## src/rtl/msel_pkg.sv

```systemverilog
package msel_pkg;

    typedef enum logic [1:0] {
        SEG_8K   = 2'b00,
        SEG_16K  = 2'b01,
        SEG_32K  = 2'b10,
        SEG_8K_B = 2'b11
    } seg_mode_e;

    typedef struct packed {
        logic strobe_ok;
        logic ext_ok;
        logic power_ok;
        logic window_hit;
    } gate_t;

    // Number of low-order decoder inputs held high for a mode.
    function automatic logic [1:0] forced_low_bits(seg_mode_e m);
        case (m)
            SEG_16K: return 2'd1;
            SEG_32K: return 2'd2;
            default: return 2'd0;
        endcase
    endfunction

    function automatic logic gate_open(gate_t g);
        return g.strobe_ok & g.ext_ok & g.power_ok & ~g.window_hit;
    endfunction

endpackage

```

## src/rtl/msel_gate.sv

```systemverilog
module msel_gate
    import msel_pkg::*;
#(
    parameter int ADDR_W    = 16,
    parameter int WIN_W     = 5,
    parameter logic [WIN_W-1:0] WIN_VAL = 5'b10110,
    parameter bit WIN_EN    = 1'b1
) (
    input  logic [WIN_W-1:0] addr_hi_i,
    input  logic             as_n_i,
    input  logic             ext_dis_n_i,
    input  logic             pwr_ok_i,
    output logic             enable_o
);
    gate_t g;

    generate
        if (WIN_EN) begin : g_win
            assign g.window_hit = (addr_hi_i == WIN_VAL);
        end else begin : g_nowin
            logic unused_win_bits;
            assign unused_win_bits = ^addr_hi_i;
            assign g.window_hit    = 1'b0;
        end
    endgenerate

    assign g.strobe_ok = ~as_n_i;
    assign g.ext_ok    = ext_dis_n_i;
    assign g.power_ok  = pwr_ok_i;
    assign enable_o    = gate_open(g);

endmodule

```

## src/rtl/msel_segdec.sv

```systemverilog
module msel_segdec
    import msel_pkg::*;
#(
    parameter int SEL_W   = 3,
    localparam int NUM_OUT = 1 << SEL_W
) (
    input  logic [SEL_W-1:0]   sel_i,
    input  seg_mode_e          mode_i,
    input  logic               enable_i,
    output logic [NUM_OUT-1:0] dec_n_o
);
    logic [1:0]       forced;
    logic [SEL_W-1:0] idx;

    assign forced = forced_low_bits(mode_i);

    generate
        for (genvar j = 0; j < SEL_W; j++) begin : g_bit
            assign idx[j] = (j < int'(forced)) ? 1'b1 : sel_i[j];
        end
        for (genvar i = 0; i < NUM_OUT; i++) begin : g_out
            assign dec_n_o[i] = ~(enable_i && (idx == SEL_W'(i)));
        end
    endgenerate

endmodule

```

## src/rtl/msel_router.sv

```systemverilog
module msel_router #(
    parameter int SEL_W       = 3,
    parameter int NUM_SOCKETS = 3,
    parameter bit TOP_FIXED   = 1'b1,
    localparam int NUM_OUT    = 1 << SEL_W,
    localparam int MAP_SOCK   = TOP_FIXED ? NUM_SOCKETS - 1 : NUM_SOCKETS
) (
    input  logic [NUM_OUT-1:0]        dec_n_i,
    input  logic [MAP_SOCK*SEL_W-1:0] map_i,
    output logic [NUM_SOCKETS-1:0]    cs_n_o
);
    generate
        for (genvar s = 0; s < NUM_SOCKETS; s++) begin : g_sock
            if (TOP_FIXED && s == NUM_SOCKETS - 1) begin : g_fixed
                assign cs_n_o[s] = dec_n_i[NUM_OUT-1];
            end else begin : g_mapped
                assign cs_n_o[s] = dec_n_i[map_i[s*SEL_W +: SEL_W]];
            end
        end
    endgenerate

endmodule

```

## src/rtl/msel_decoder.sv

```systemverilog
module msel_decoder
    import msel_pkg::*;
#(
    parameter int ADDR_W      = 16,
    parameter int SEL_W       = 3,
    parameter int NUM_SOCKETS = 3,
    parameter bit TOP_FIXED   = 1'b1,
    parameter int WIN_W       = 5,
    parameter logic [WIN_W-1:0] WIN_VAL = 5'b10110,
    parameter bit WIN_EN      = 1'b1,
    localparam int NUM_OUT    = 1 << SEL_W,
    localparam int MAP_SOCK   = TOP_FIXED ? NUM_SOCKETS - 1 : NUM_SOCKETS
) (
    input  logic [ADDR_W-1:0]         addr_i,
    input  logic                      as_n_i,
    input  logic                      ext_dis_n_i,
    input  logic                      pwr_ok_i,
    input  logic [1:0]                mode_i,
    input  logic [MAP_SOCK*SEL_W-1:0] map_i,
    output logic [NUM_OUT-1:0]        dec_n_o,
    output logic [NUM_SOCKETS-1:0]    cs_n_o
);
    logic      enable;
    seg_mode_e mode;
    logic      unused_addr_low;

    assign mode            = seg_mode_e'(mode_i);
    assign unused_addr_low = ^addr_i[ADDR_W-WIN_W-1:0];

    msel_gate #(
        .ADDR_W (ADDR_W),
        .WIN_W  (WIN_W),
        .WIN_VAL(WIN_VAL),
        .WIN_EN (WIN_EN)
    ) u_gate (
        .addr_hi_i  (addr_i[ADDR_W-1 -: WIN_W]),
        .as_n_i     (as_n_i),
        .ext_dis_n_i(ext_dis_n_i),
        .pwr_ok_i   (pwr_ok_i),
        .enable_o   (enable)
    );

    msel_segdec #(
        .SEL_W(SEL_W)
    ) u_segdec (
        .sel_i   (addr_i[ADDR_W-1 -: SEL_W]),
        .mode_i  (mode),
        .enable_i(enable),
        .dec_n_o (dec_n_o)
    );

    msel_router #(
        .SEL_W      (SEL_W),
        .NUM_SOCKETS(NUM_SOCKETS),
        .TOP_FIXED  (TOP_FIXED)
    ) u_router (
        .dec_n_i(dec_n_o),
        .map_i  (map_i),
        .cs_n_o (cs_n_o)
    );

endmodule

```

## config.mk

```make
export PLATFORM = sky130hd
export DESIGN_NAME = msel_decoder
export DESIGN_NICKNAME = d
export VERILOG_FILES = /design/src/rtl/msel_pkg.sv /design/src/rtl/msel_gate.sv /design/src/rtl/msel_segdec.sv /design/src/rtl/msel_router.sv /design/src/rtl/msel_decoder.sv
export SDC_FILE = /design/constraint.sdc
export NUM_CORES = 1
export LEC_CHECK = 0
export BUFFER_PORTS_ARGS = -buffer_cell sky130_fd_sc_hd__buf_2
export CAP_MARGIN = 10
export CELL_PAD_IN_SITES_DETAIL_PLACEMENT = 1
export CELL_PAD_IN_SITES_GLOBAL_PLACEMENT = 1
export CORE_UTILIZATION = 19
export DETAILED_ROUTE_END_ITERATION = 7
export GPL_TIMING_DRIVEN = 0
export MAX_ROUTING_LAYER = met4
export PLACE_DENSITY_LB_ADDON = 0.15
export SLEW_MARGIN = 20
export SYNTH_ARGS = -nofsm -noshare
export SYNTH_HDL_FRONTEND = slang
export SYNTH_SLANG_ARGS = --single-unit
```

## constraint.sdc

```tcl
create_clock -name vclk -period 1.4
set_input_delay 0.07 -clock vclk [all_inputs]
set_output_delay 0.07 -clock vclk [all_outputs]
set_load 0.05 [all_outputs]
```

# Yosys cells after proc, flatten, opt, wreduce, memory -nomap -nowiden
# Cells that the tools add are included.
dict set report word_totals {
  register_bits 0
  latch_bits 0
  ram_bits 0
  mem_bits_ro 0
  out_inout_bits 11
  memories 0
}
dict set report classes {
  add_sub_neg 0
  n_mul 0
  div_mod_pow 0
  n_lt_le_gt_ge 5
  eq_ne 10
  shift 0
  n_mux 8
  bitwise_logic 13
  reduce_logical 9
}
# operator count
set op_table {}
lappend op_table {{$eq 3x3->1 const B} 4}
lappend op_table {{$not 1->1} 10}
lappend op_table {{$logic_and 1x1->1} 8}
lappend op_table {{$lt 3x4->1 const B} 2}
lappend op_table {{$bmux 1 s3} 2}
lappend op_table {{$eq 3x2->1 const B} 2}
lappend op_table {{$eq 5x5->1 const B} 1}
lappend op_table {{$mux 1} 5}
lappend op_table {{$lt 1x2->1 const A} 2}
lappend op_table {{$pmux 2 s2} 1}
lappend op_table {{$and 1x1->1} 3}
lappend op_table {{$eq 3x1->1 const B} 1}
lappend op_table {{$logic_not 3->1} 1}
lappend op_table {{$eq 2x1->1 const B} 1}
lappend op_table {{$eq 2x2->1 const B} 1}
lappend op_table {{$lt 2x2->1 const A} 1}

# Depth between registers and ports, before layout
dict set report logic_depth {
  ltp_word 9
  ltp_mapped 7
  mapped_depth_nobuf 5
}

# Modules after synthesis
# A second synthesis with hierarchy kept.
dict set report hier_totals {
  cells_unflattened 29
  area_unflattened_um2 285.3
}
# mod instances cells_each area_each_um2
set by_module_without_submodules {}
lappend by_module_without_submodules {msel_router 1 7 135.1}
lappend by_module_without_submodules {msel_segdec 1 19 128.9}
lappend by_module_without_submodules {msel_gate 1 3 21.3}

# Least setup slack after synthesis
# Ideal clock, no wire load.
dict set report synth_path {
  kind {in2out}
  startpoint {input mode_i[0]}
  endpoint {output cs_n_o[0]}
  arrival_time_ns 1.560
  required_ns 1.330
  path_slack_ns -0.230
  path_stages 5
  cell_sequence {inv_1 > ha_1 > a21oi_1 > a211oi_1 > o2111ai_1}
}
dict set report synth_via {
  elab_chain_len 9
  word_cells_on_any_way 35
  classes_between {order compare (3); eq/ne (9); mux (6); bitwise (8); reduce/logical (9)}
}
# item line
set synth_rtl {}
lappend synth_rtl {{start: declaration} msel_decoder.sv:18} ;# input logic [1:0] mode_i,
lappend synth_rtl {{$eq 2x2->1 or $eq 2x1->1 (tied branches)} msel_pkg.sv:19} ;# case (m)
lappend synth_rtl {{$pmux 2 s2 (*)} msel_pkg.sv:19}
lappend synth_rtl {{$lt 1x2->1 or $lt 2x2->1 (tied branches)} msel_segdec.sv:19} ;# assign idx[j] = (j < int'(forced)) ? 1'b1 : sel_i[j];
lappend synth_rtl {{$mux 1} msel_segdec.sv:19}
lappend synth_rtl {{$eq 3x1->1, or another cell as far along} msel_segdec.sv:22} ;# assign dec_n_o[i] = ~(enable_i && (idx == SEL_W'(i)));
lappend synth_rtl {{$logic_and 1x1->1} msel_segdec.sv:22}
lappend synth_rtl {{$not 1->1} msel_segdec.sv:22}
lappend synth_rtl {{$bmux 1 s3 (*)} msel_router.sv:17} ;# assign cs_n_o[s] = dec_n_i[map_i[s*SEL_W +: SEL_W]];
lappend synth_rtl {{$mux 1 (not written as such) (*)} msel_router.sv:17}
lappend synth_rtl {{end: declaration} msel_decoder.sv:21} ;# output logic [NUM_SOCKETS-1:0] cs_n_o
# Mark *: on every way between the ends. The rest lies on a longest branch, timed or not. The select of a mux whose other input is x is not followed.

# Worst setup path in the final report
dict set report layout_path {
  startpoint {input mode_i[0]}
  endpoint {output dec_n_o[7]}
}
dict set report layout_via {
  elab_chain_len 7
  word_cells_on_any_way 12
  classes_between {order compare (3); eq/ne (3); mux (4); bitwise (1); reduce/logical (1)}
}
# item line
set layout_rtl {}
lappend layout_rtl {{$eq 2x2->1 or $eq 2x1->1 (tied branches)} msel_pkg.sv:19}
lappend layout_rtl {{$pmux 2 s2 (*)} msel_pkg.sv:19}
lappend layout_rtl {{$lt 1x2->1 or $lt 2x2->1 (tied branches)} msel_segdec.sv:19}
lappend layout_rtl {{$mux 1} msel_segdec.sv:19}
lappend layout_rtl {{$eq 3x3->1 (*)} msel_segdec.sv:22}
lappend layout_rtl {{$logic_and 1x1->1 (*)} msel_segdec.sv:22}
lappend layout_rtl {{$not 1->1 (*)} msel_segdec.sv:22}
lappend layout_rtl {{end: declaration} msel_decoder.sv:20} ;# output logic [NUM_OUT-1:0] dec_n_o,
# Mark *: on every way between the ends. The rest lies on a longest branch, timed or not.

==> results.md <==
* Worst Tran Pin Value at around 0.27 ns
* Final net count at 96
* GPL Wtd Cong at between 0.7 and 0.8
* Period Utilization, post-route at between 90% and 100%
* # diodes at 0
* Power Dens Cells at roughly 260 nW/um^2
* Initial antenna violation count at 0
* Switch share at 58.4%
* Final worst slack at between 0.03 and 0.04 ns
* Post-synthesis sequential area ratio at 0%
* Status: completed
* FMAX at 0.732 GHz
* Die area at between 1500 and 2000 sq um
* Netlist cell types at 19
* Die Wd at slightly below 40 um
* Post-Synthesis Cells at 38
* Most common cell after layout, fill and taps aside: buf_2
* Internal power at approximately 53 uW
* Starting density of the core at 21.6%
* Vias at ~360
* Clock buf count at 0
* Final Power at 127 uW
* Largest net degree at the start of global routing at 8
* Fin crit period at about 1.4 ns
* Clk network pwr share at 0%
* DRC at 0
* Combinational share of power at 100.0%
* Critical Path Fanout Max at 7
* Psw at approximately 74 uW
* Vias in the first global route at roughly 350
* Fill cell count at 163
* Design area at a little under 500 sq um
* Leakage at 0.000212 uW
* Fin cells at just under 80
* Crit path kind: in2out
* Reg power frac at 0%
* Commonest non-fill, non-tap cells in the layout: buf_2 (24), nand2_1 (5), inv_1 (4)
* Fin. Hold Viols at 0
* Core area at ~1200 sq um
* Worst Path Arrival at ~1.3 ns
* Synth Cell Area at approximately 260 sq um
* Vias per cell at 4.54
* Worst Setup SP: mode_i[0]
* Dpl hpwl at between 700 and 800 um
* Num ports at 38
* Final wirelength at between 900 and 1000 um
* CP endpoint: dec_n_o[7]
* VDD IR max at roughly 84 uV
* FFs & Latches at 0
* Max Slew Vio Count at 0
* Avg Synthesized Cell Area at roughly 6.7 sq um
* Global-route wire length before repair at between 1000 and 1500 um
* Worst Path Required at between 1 and 1.5 ns
* IO buf count at 27
* Die H at about 39 um
* Slew headroom at between 80 and 90%
* Placement Cell Area at 424 sq um
* CP Capture Type: output port
* Site Rows at 12
* Syn_nets at 67
* DP Worst Slack at -0.0505 ns
* FF+latch area at 0 sq um
* Min-Delay Path Class: in2out
* Post-CTS Setup Bufs at 0
* GRT Residual Overflow at 0
* Max-cap violation count at 0
* DRT iter0 DRCs at 0
* DRT antenna net count at 0
* CP startpoint kind: primary input
* Synth warn at 0
* Final setup fails at 0
* 1st-pass router iterations at 1
* Share of cells above drive strength 1 at approximately two thirds
* Drt wl/cell at approximately 12 um
* Syn-to-layout area delta at 88.3%
* GRT Overall Usage at between 10 and 15%
* Cells after DPL at 79
==> how the worst min path moves through the flow <==
| stage | start | endpoint | slack (ns) | depth (start not counted) |
|---|---|---|---|---|
| after floorplan | addr_i[13] | cs_n_o[2] | 0.41 | 2 |
| after global placement | map_i[1] | cs_n_o[0] | 0.59 | 4 |
| after detailed placement | map_i[1] | cs_n_o[0] | 0.60 | 4 |
| after CTS | map_i[4] | cs_n_o[1] | 0.54 | 4 |
| after global routing | map_i[1] | cs_n_o[0] | 0.53 | 4 |
| final | map_i[4] | cs_n_o[1] | 0.51 | 4 |
==> per-stage QoR <==
| step | hold WS [ns] | util, % | setup TNS, ns |
|---|---|---|---|
| global route | 0.527 | 40.7 | -0.0110 |
| finish | 0.506 | 40.7 | 0 |
| floorplan | 0.408 | - | 0 |
| detailed placement | 0.597 | 35.8 | -0.102 |
| global placement | 0.594 | 35.8 | -0.0938 |
| CTS | 0.538 | 36.5 | -0.000406 |
==> power by group through the flow <==
stage	logic, uW	clock network, uW	registers (uW)
final	127	0	0
after CTS	113	0	0
after floorplan	68.4	0	0
after global routing	138	0	0
after detailed placement	111	0	0
after global placement	108	0	0
==> cell usage after synthesis <==
cell type	n	area [sq um]
nand2_1	6	22.5
inv_1	4	15.0
nor2_1	4	15.0
xor2_1	4	35.0
a211oi_1	2	15.0
ha_1	2	25.0
nand3_1	2	10.0
nor2b_1	2	12.5
o2111ai_1	2	17.5
a211oi_4	1	20.0
a21o_1	1	7.51
a21oi_1	1	5.00
and3b_1	1	8.76
and4bb_4	1	16.3
buf_2	1	5.00
buf_4	1	7.51
nand3b_1	1	7.51
nor2_2	1	6.26
nor3_1	1	5.00
==> cell families after synthesis <==
| kind of cell | Yosys count | share of synthesized area [%] |
|---|---|---|
| AND/OR/NAND/NOR | 19 | 40.5 |
| XOR/XNOR | 4 | 13.7 |
| AO/OA/AOI/OAI | 7 | 25.4 |
| adder cells (fa/ha/maj) | 2 | 9.75 |
| buffers and inverters | 6 | 10.7 |
==> final cells by class <==
type / instances / area (sq um) / area share [%]
plain buffers: 2 / 15.0 / 3.11
well taps: 14 / 17.5 / 3.63
inverters: 4 / 15.0 / 3.11
multi-input cells: 32 / 285 / 59.1
repair buffers: 27 / 150 / 31.1
==> routing by layer <==
| layer | track usage (%) | wire length (um) | part of all wire, % |
|---|---|---|---|
| met2 | 29.2 | 534 | 56 |
| met4 | 0 | 0 | 0 |
| met3 | 0 | 57 | 6.0 |
| met1 | 15.3 | 359 | 38 |
| met5 | - | 0 | 0 |
==> critical path, stage by stage <==
cell and delay [ns]:
buf_2 0.11, inv_1 0.06, ha_2 0.26, nor2b_2 0.14, buf_4 0.17, nor2_2 0.11
nand2_2 0.07, buf_4 0.13, buf_4 0.18
==> timing repair <==
item,in CTS,in global routing
endpoints found under the setup margin,3,7
resized for setup,3,14
hold buffers,0,0
Note: power is estimated with default switching activity, not from simulation.
